$ cat config.mk
export PLATFORM = sky130hd
export DESIGN_NAME = cec_rx_tribuf
export DESIGN_NICKNAME = d
export VERILOG_FILES = /design/src/rtl/cec_rx_tribuf.sv
export SDC_FILE = /design/constraint.sdc
export NUM_CORES = 1
export LEC_CHECK = 0
export ABC_CLOCK_PERIOD_IN_PS = 9350
export CORE_MARGIN = 5
export CORE_UTILIZATION = 52
export CTS_BUF_LIST = sky130_fd_sc_hd__clkbuf_2 sky130_fd_sc_hd__clkbuf_4 sky130_fd_sc_hd__clkbuf_8
export CTS_CLUSTER_SIZE = 16
export DETAILED_ROUTE_END_ITERATION = 7
export PLACE_DENSITY = 0.68
export REMOVE_ABC_BUFFERS = 1
export SYNTH_ARGS = -nofsm -noshare
export SYNTH_HDL_FRONTEND = slang
export SYNTH_SLANG_ARGS = --single-unit
$ cat constraint.sdc
create_clock -name clk -period 9.35 [get_ports clk]
set_input_delay 1.87 -clock clk [delete_from_list [all_inputs] [get_ports clk]]
set_output_delay 1.87 -clock clk [all_outputs]
set_load 0.05 [all_outputs]
$ cat src/rtl/cec_rx_tribuf.sv
module cec_rx_tribuf #(
  parameter int NBUF    = 3,
  parameter int MAX_LEN = 16,
  parameter int DW      = 8,
  parameter int AW      = 6,
  parameter int LEN_W   = 5
) (
  input  logic          clk,
  input  logic          rst_n,
  input  logic          rx_valid,
  input  logic [DW-1:0] rx_byte,
  input  logic          rx_eof,
  input  logic          reg_we,
  input  logic [AW-1:0] reg_addr,
  input  logic [DW-1:0] reg_wdata,
  output logic [DW-1:0] reg_rdata,
  output logic [NBUF-1:0] rx_ready
);
  localparam int IDX_W     = $clog2(MAX_LEN);
  localparam int SLOT_W    = $clog2(NBUF);
  localparam int RANK_W    = 2;
  localparam int LEN_BASE  = NBUF * MAX_LEN;
  localparam int STAT_ADDR = LEN_BASE + NBUF;
  localparam int CTRL_ADDR = STAT_ADDR + 1;
  localparam int MODE_BIT  = NBUF;
  localparam int OVF_BIT   = NBUF + 1;

  logic [DW-1:0] stg [MAX_LEN];
  logic [LEN_W-1:0] stg_cnt;
  logic [DW-1:0] mem [NBUF][MAX_LEN];

  logic [NBUF-1:0] occ, occ_f, clr_q, cand, allow, free_mask;
  logic [NBUF-1:0][RANK_W-1:0] rank, rank_f;
  logic [NBUF-1:0][LEN_W-1:0]  len;
  logic [RANK_W-1:0] n_occ;
  logic [SLOT_W-1:0] slot;
  logic mode, ovf, has_slot;

  wire room       = stg_cnt < LEN_W'(MAX_LEN);
  wire frame_done = rx_valid & rx_eof;
  wire [LEN_W-1:0] fin_len = room ? stg_cnt + LEN_W'(1) : stg_cnt;
  wire ctrl_wr    = reg_we && reg_addr == AW'(CTRL_ADDR);
  wire take       = frame_done & has_slot;
  wire drop       = frame_done & ~has_slot;

  assign free_mask = ctrl_wr ? (clr_q & ~reg_wdata[NBUF-1:0]) : '0;
  assign allow     = mode ? '1 : NBUF'(1);
  assign rx_ready  = occ;

  always_comb begin
    occ_f = occ & ~free_mask;
    n_occ = '0;
    for (int i = 0; i < NBUF; i++) n_occ = n_occ + RANK_W'(occ_f[i]);
    for (int i = 0; i < NBUF; i++) begin
      rank_f[i] = '0;
      if (occ_f[i]) begin
        rank_f[i] = RANK_W'(1);
        for (int j = 0; j < NBUF; j++)
          if (occ_f[j] && rank[j] < rank[i]) rank_f[i] = rank_f[i] + RANK_W'(1);
      end
    end
    cand = ~occ_f & allow;
    slot = '0;
    has_slot = 1'b0;
    for (int i = NBUF - 1; i >= 0; i--)
      if (cand[i]) begin
        has_slot = 1'b1;
        slot = SLOT_W'(i);
      end
  end

  always_ff @(posedge clk) begin
    if (!rst_n) stg_cnt <= '0;
    else if (rx_valid) stg_cnt <= rx_eof ? '0 : fin_len;
  end

  always_ff @(posedge clk) begin
    if (rx_valid && room) stg[stg_cnt[IDX_W-1:0]] <= rx_byte;
  end

  always_ff @(posedge clk) begin
    for (int b = 0; b < NBUF; b++)
      if (take && slot == SLOT_W'(b))
        for (int k = 0; k < MAX_LEN; k++)
          mem[b][k] <= (room && stg_cnt == LEN_W'(k)) ? rx_byte : stg[k];
  end

  always_ff @(posedge clk) begin
    if (!rst_n) begin
      occ   <= '0;
      rank  <= '0;
      len   <= '0;
      clr_q <= '0;
      mode  <= 1'b0;
      ovf   <= 1'b0;
    end else begin
      occ  <= occ_f;
      rank <= rank_f;
      if (take) begin
        occ[slot]  <= 1'b1;
        rank[slot] <= n_occ + RANK_W'(1);
        len[slot]  <= fin_len;
      end
      if (ctrl_wr) begin
        clr_q <= reg_wdata[NBUF-1:0];
        mode  <= reg_wdata[MODE_BIT];
      end
      if (drop) ovf <= 1'b1;
      else if (ctrl_wr && reg_wdata[OVF_BIT]) ovf <= 1'b0;
    end
  end

  always_comb begin
    reg_rdata = '0;
    for (int b = 0; b < NBUF; b++) begin
      if (reg_addr >= AW'(b * MAX_LEN) && reg_addr < AW'((b + 1) * MAX_LEN) &&
          occ[b] && LEN_W'(reg_addr[IDX_W-1:0]) < len[b])
        reg_rdata = mem[b][reg_addr[IDX_W-1:0]];
      if (reg_addr == AW'(LEN_BASE + b) && occ[b])
        reg_rdata = DW'(len[b]);
    end
    if (reg_addr == AW'(STAT_ADDR))
      for (int b = 0; b < NBUF; b++) reg_rdata[2*b +: 2] = rank[b];
    if (reg_addr == AW'(CTRL_ADDR))
      reg_rdata = DW'({ovf, mode, clr_q});
  end
endmodule

---- Word level (Yosys, flattened, before mapping) ----
Memories as Yosys holds them, arrays and structs flattened.
Cells that the tools add are included.
storage, ports and cells
  memories kept ........................... 2
  bits in registers ....................... 34
  output and inout port bits .............. 11
  memory bits (writable) .................. 512
  input bits .............................. 27
memory list
  name  words  width  read ports  clocked after Yosys merged registers in  write ports  RTL line  text
  mem   3      128    3           0                                        1            30        logic [DW-1:0] mem [NBUF][MAX_LEN];
  stg   16     8      16          0                                        1            28        logic [DW-1:0] stg [MAX_LEN];
cells by class
  $lt $le $gt $ge ......................... 22
  $add $sub $neg .......................... 10
  muxes and demuxes ....................... 87
  reduce and logical (&&, ||, !) cells .... 49
  equality and inequality tests ........... 22
  bitwise logic cells ..................... 12
operator list
  operator                                                            number
  2-to-1 mux 128 bit                                                  2
  OR reduction 128 bit                                                2
  2-to-1 mux 8 bit                                                    29
  binary-select mux 8 bit (select 4 bit)                              3
  2-to-1 mux 2 bit                                                    24
  logical AND 1 bit                                                   44
  == test 5 x 4 -> 1 bit (second input constant)                      8
  == test 6 bit (second input constant)                               5
  == test 5 x 3 -> 1 bit (second input constant)                      4
  less-than comparator 2 bit                                          9
  2-to-1 mux 1 bit                                                    16
  bitwise mux 15 bit                                                  1
  less-than comparator 4 x 5 -> 1 bit                                 3
  2-to-1 mux 5 bit                                                    3
  adder 2 x 1 -> 2 bit (second input constant)                        7
  less-than comparator 6 bit (second input constant)                  2
  2-to-1 mux 6 bit                                                    2
  demux 5 bit (select 2 bit)                                          1
  == test 5 x 2 -> 1 bit (second input constant)                      2
  AND 3 bit                                                           3
  2-to-1 mux 3 bit                                                    3
  inverter 3 bit                                                      3
  bitwise mux 6 bit                                                   1
  greater-or-equal comparator 6 x 1 -> 1 bit (second input constant)  1
  other kinds (22)                                                    24

---- Longest topological paths before layout ----
  word-level depth ........................ 17
  mapped depth ............................ 11

---- Least setup slack after synthesis ----
No wires, ideal clock.
  path type ............................... input -> register
  start point ............................. input reg_addr[0]
  end point ............................... register len[0] (netlist bit)
  buffers on the path ..................... 2
  required time ........................... 9.219 ns
  library setup time ...................... 0.131 ns
  path slack .............................. 2.293 ns
  data arrival time ....................... 6.927 ns
  stages on the path ...................... 7
  path through ............................ buf_6 nor4b_4 a41oi_2 nor2b_1 clkbuf_1 mux2i_1 nor2b_1
on the way
  word-level cells in the longest chain between the ends .. 15
  elaborated cells on any way between the ends .. 20
  classes of those cells .................. order compare: 2; eq/ne: 1; mux: 10; bitwise: 5; reduce/logical: 2
RTL lines
  what                                                                                                                     RTL line  text
  start, declared                                                                                                          14        input logic [AW-1:0] reg_addr,
  == test 6 bit (*)                                                                                                        42        wire ctrl_wr = reg_we && reg_addr == AW'(CTRL_ADDR);
  logical AND 1 bit (*)                                                                                                    42
  2-to-1 mux 3 bit (*)                                                                                                     46        assign free_mask = ctrl_wr ? (clr_q & ~reg_wdata[NBUF-1:0]) : '0;
  inverter 3 bit (*)                                                                                                       51        occ_f = occ & ~free_mask;
  AND 3 bit (*)                                                                                                            51
  inverter 3 bit (*)                                                                                                       62        cand = ~occ_f & allow;
  AND 3 bit (*)                                                                                                            62
  2-to-1 mux 2 bit (3 in series)                                                                                           66        if (cand[i]) begin
  less-than comparator 2 x 3 -> 1 bit (not written as such) or greater-or-equal comparator 2 x 1 -> 1 bit (tied branches)  102       len[slot] <= fin_len;
  logical AND 1 bit (not written as such)                                                                                  102
  2-to-1 mux 5 bit (not written as such)                                                                                   102
  demux 5 bit (select 2 bit)                                                                                               102
  bitwise mux 15 bit                                                                                                       102
  end signal, assigned by index                                                                                            102
  end, declared                                                                                                            34        logic [NBUF-1:0][LEN_W-1:0] len;
Mark *: on every way between the ends. The rest lies on a longest branch, timed or not.
A chain may end at the register's enable or synchronous reset.

---- Worst setup path in the final report ----
  start point ............................. input reg_addr[0]
  end point ............................... output reg_rdata[2]
on the way
  word-level cells in the longest chain between the ends .. 12
  elaborated cells on any way between the ends .. 44
  classes of those cells .................. order compare: 9; eq/ne: 5; mux: 17; bitwise: 1; reduce/logical: 12
RTL lines
  what                                                                         RTL line  text
  greater-or-equal comparator 6 x 1 -> 1 bit (tied with other cells)           116       if (reg_addr >= AW'(b * MAX_LEN) && reg_addr < AW'((b + 1) * MAX_LEN) &&
  logical AND 1 bit or binary-select mux 8 bit (select 4 bit) (tied branches)  116, 118
  logical AND 1 bit or 2-to-1 mux 8 bit (tied branches)                        116, 118
  logical AND 1 bit or 2-to-1 mux 8 bit (tied branches)                        117, 118
  2-to-1 mux 8 bit                                                             116
  2-to-1 mux 8 bit                                                             119       if (reg_addr == AW'(LEN_BASE + b) && occ[b])
  2-to-1 mux 8 bit                                                             116
  2-to-1 mux 8 bit                                                             119
  2-to-1 mux 8 bit                                                             116
  2-to-1 mux 8 bit                                                             119
  2-to-1 mux 6 bit                                                             122       if (reg_addr == AW'(STAT_ADDR))
  2-to-1 mux 8 bit (*)                                                         124       if (reg_addr == AW'(CTRL_ADDR))
  end, declared                                                                16        output logic [DW-1:0] reg_rdata,
Mark *: on every way between the ends. The rest lies on a longest branch, timed or not. The select of a mux whose other input is x is not followed.

==> results.md <==
* HPWL Detailed at between 30,000 and 40,000 µm
* Rows at between 70 and 80
* Initial antenna violation count at 0
* Bufs and invs on worst path at 3
* Worst-Skew Late Latency at 650 ps
* Arrival time at the worst endpoint at 5370 ps
* Final Hold Vio Count at 0
* CP Capture Type: output port
* Final ANT Viol Nets at 0
* Gr ovfl total at 0
* Layout cells sized above 1 at 0.2970
* R2R depth at 5
* Cts hold-fix bufs at 0
* Crit path max-delay cell type: clkdlybuf4s50_1
* Total Nets Final at between 1,000 and 1,500
* Sequential area share after synthesis at 0.7115
* Syn. warnings at 0
* Routed WL at 50,790 µm
* Max Fclk at 138.1 MHz
* PD cells at 193.8 nW/µm²
* CP max FO at between 50 and 60
* Syn Inst Count at 1,200
* Synth Flop Type: edfxtp_1
* CTS clk-pin slew, worst paths at 50 ps
* Die W at about 220 µm
* CTS tree: built
* Post-synthesis to final-layout area growth at 11.29%
* Synth area leader: edfxtp_1
* Mapped Area at 22,570 µm²
* Max-cap viol count at 0
* Final Skew at 28.31 ps
* Peak VDD IR at about 90 µV
* WHS at 496.5 ps
* Hold Path Class: flip-flop to flip-flop
* Initial Util at 0.5250
* Die Y at between 200 and 250 µm
* Startpoint Class: input port
* Quantity of I/O buffers inserted on ports at 34
* Clock Root Buffer: clkbuf_8
* Crit path largest cell delay at a little over 700 ps
* Final setup fails at 0
* DR vias at 11,430
* Total CTS buffers at 87
* Logic depth of the worst path, buffers included at 8
* CP delay by family, top: buffers and inverters
* DR iter-0 viols at between 1,000 and 1,500
* Tot Pwr at between 4 and 5 mW
* Cell count after placement at approximately 1,800
* Total setup buffers inserted after CTS at 0
* Full die area at 47,660 µm²
* Vias in the first global route at between 10,000 and 15,000
* CP Class: input port to output port
* Worst EP required at between 7000 and 8000 ps
* Crit path cell chain: buf_6, buf_4, mux4_2, a22oi_1, nand3_1, a2111oi_0, o22ai_1, clkdlybuf4s50_1
* Overall Global Routing Usage at 0.2184
* Via density at 5.938
* Worst slew margin at 0.2146
* DRC violations left at 0
* H-tree levels at 3
* Avg Inst Size Synth at around 19 µm²
* Post-synth EDFFs at a little over 500
* First-pass GRT wire length at about 76,000 µm
* Largest net degree at the start of global routing at between 100 and 150
* Post-synth top area share at 0.6813
* Final Wtd Congestion at 0.8255
* Status: finished, final reports clean
* Core Footprint at approximately 43,000 µm²
* Wire per inst at 26.38 µm
* Setup TNS at 0 ps
* Pleak at about 8 nW
* Post-cts resize count at 0
* Hold depth at 1
* IO Pins at 38
* Max-slew violations at 0
* Synth top area cells: edfxtp_1, mux4_2, mux2_2, dfxtp_1, ha_1
* Count of state elements after synthesis at approximately 550
* Actual slew at the worst max-slew pin at between 1000 and 1500 ps
* Unrepaired setup endpoints after global routing: no
* Synth unique cells at 55
* Asr flop ratio synth at 0
* Clock Sinks at 546
* DR pass1 iterations at 5
* Final non-filler cell total at ~1,900
* ANT cells at 0
* Final Cycle Share at 0.7747
* Final min period at between 7000 and 8000 ps
* Max clock buf depth at 3
-- per-stage QoR --
stage	utilization	setup WS [ps]	instance area, µm²
2_1_floorplan	-	170.1	22210
3_3_place_gp	0.5451	2138	23430
3_5_place_dp	0.5451	2130	23430
4_1_cts	0.5843	2120	25110
5_1_grt	0.5843	1945	25110
6_report	0.5843	2107	25110
-- report_power, final --
part	total [mW]	switching (mW)	leakage [nW]	internal, mW
Sequential	2.69	0.00798	4.92	2.68
Combinational	0.208	0.121	2.42	0.0864
Clock	1.97	0.904	0.893	1.07
-- path summary, 6_finish.rpt --
kind          startpoint      endpoint  slack [ps]
max reg2reg  rx_ready[0]    mem[1][23]        6120
min reg2reg       len[2]        len[2]         500
min               len[2]        len[2]         500
max          reg_addr[0]  reg_rdata[2]        2110
-- Yosys cell counts (3+ instances only) --
library cell,instances
mux2_2,132
nand2b_1,5
edfxtp_1,512
and2_1,17
and2_0,3
nand3_1,16
a211oi_1,7
ha_1,24
a31oi_1,4
nor3_1,9
a22oi_1,12
o21ai_0,11
mux4_2,98
or4_1,3
clkbuf_1,33
dfxtp_1,34
nand3b_1,3
mux2i_1,20
o22ai_1,7
o211ai_1,3
inv_1,27
nor2b_1,31
xnor2_1,4
buf_6,7
o211a_1,12
nor2_1,13
and3_1,25
a2111oi_0,8
buf_4,7
a21oi_1,17
mux4_1,4
buf_2,18
a22o_1,3
nand2_1,41
-- logic make-up (layout without fill, tap and decap cells) --
family          count (synthesis)  in the layout  share of synthesized area
fa+ha+maj                      24             24                    0.01331
xor+xnor                        4              4                   0.001552
simple gates                  172            172                    0.04186
flops                         546            546                     0.7115
buf+inv                        95            235                    0.02029
mux                           254            254                     0.1772
compound gates                105            105                    0.03427
-- final cells by class --
type | instances | area [µm²]
flip-flops and latches | 546 | 16060
multi-input cells | 559 | 6073
inverters | 28 | 105.1
well taps | 585 | 732.0
fillers | 3224 | 17870
repair buffers | 50 | 461.7
clock buffers | 113 | 1405
clock inverters | 44 | 281.5
-- registers in the layout, summed over array words and instances (netlist names) --
signal,cells
mode,1
mem,384
ovf,1
stg_cnt,5
len,15
clr_q,3
stg,128
rx_ready,3
rank,6
-- per-layer routing --
layer | global-route usage | wire (µm)
met4 | 0.09713 | 2099
met1 | 0.3125 | 21280
met5 | 0 | 0
met3 | 0.03518 | 3388
met2 | 0.3364 | 24020
-- placed cells by master (no fill, tap or decap), drive strengths merged, types with 24 or more instances in the layout --
cell           netlist  final
dfxtp               34     34
ha                  24     24
mux2               132    132
clkbuf              33    113
inv                 28     28
edfxtp             512    512
clkinv               0     37
mux4               102    102
nand2               41     41
and3                25     25
nor2b               31     31
clkdlybuf4s50        0     30
No activity file was read; power rests on OpenSTA's default activity.
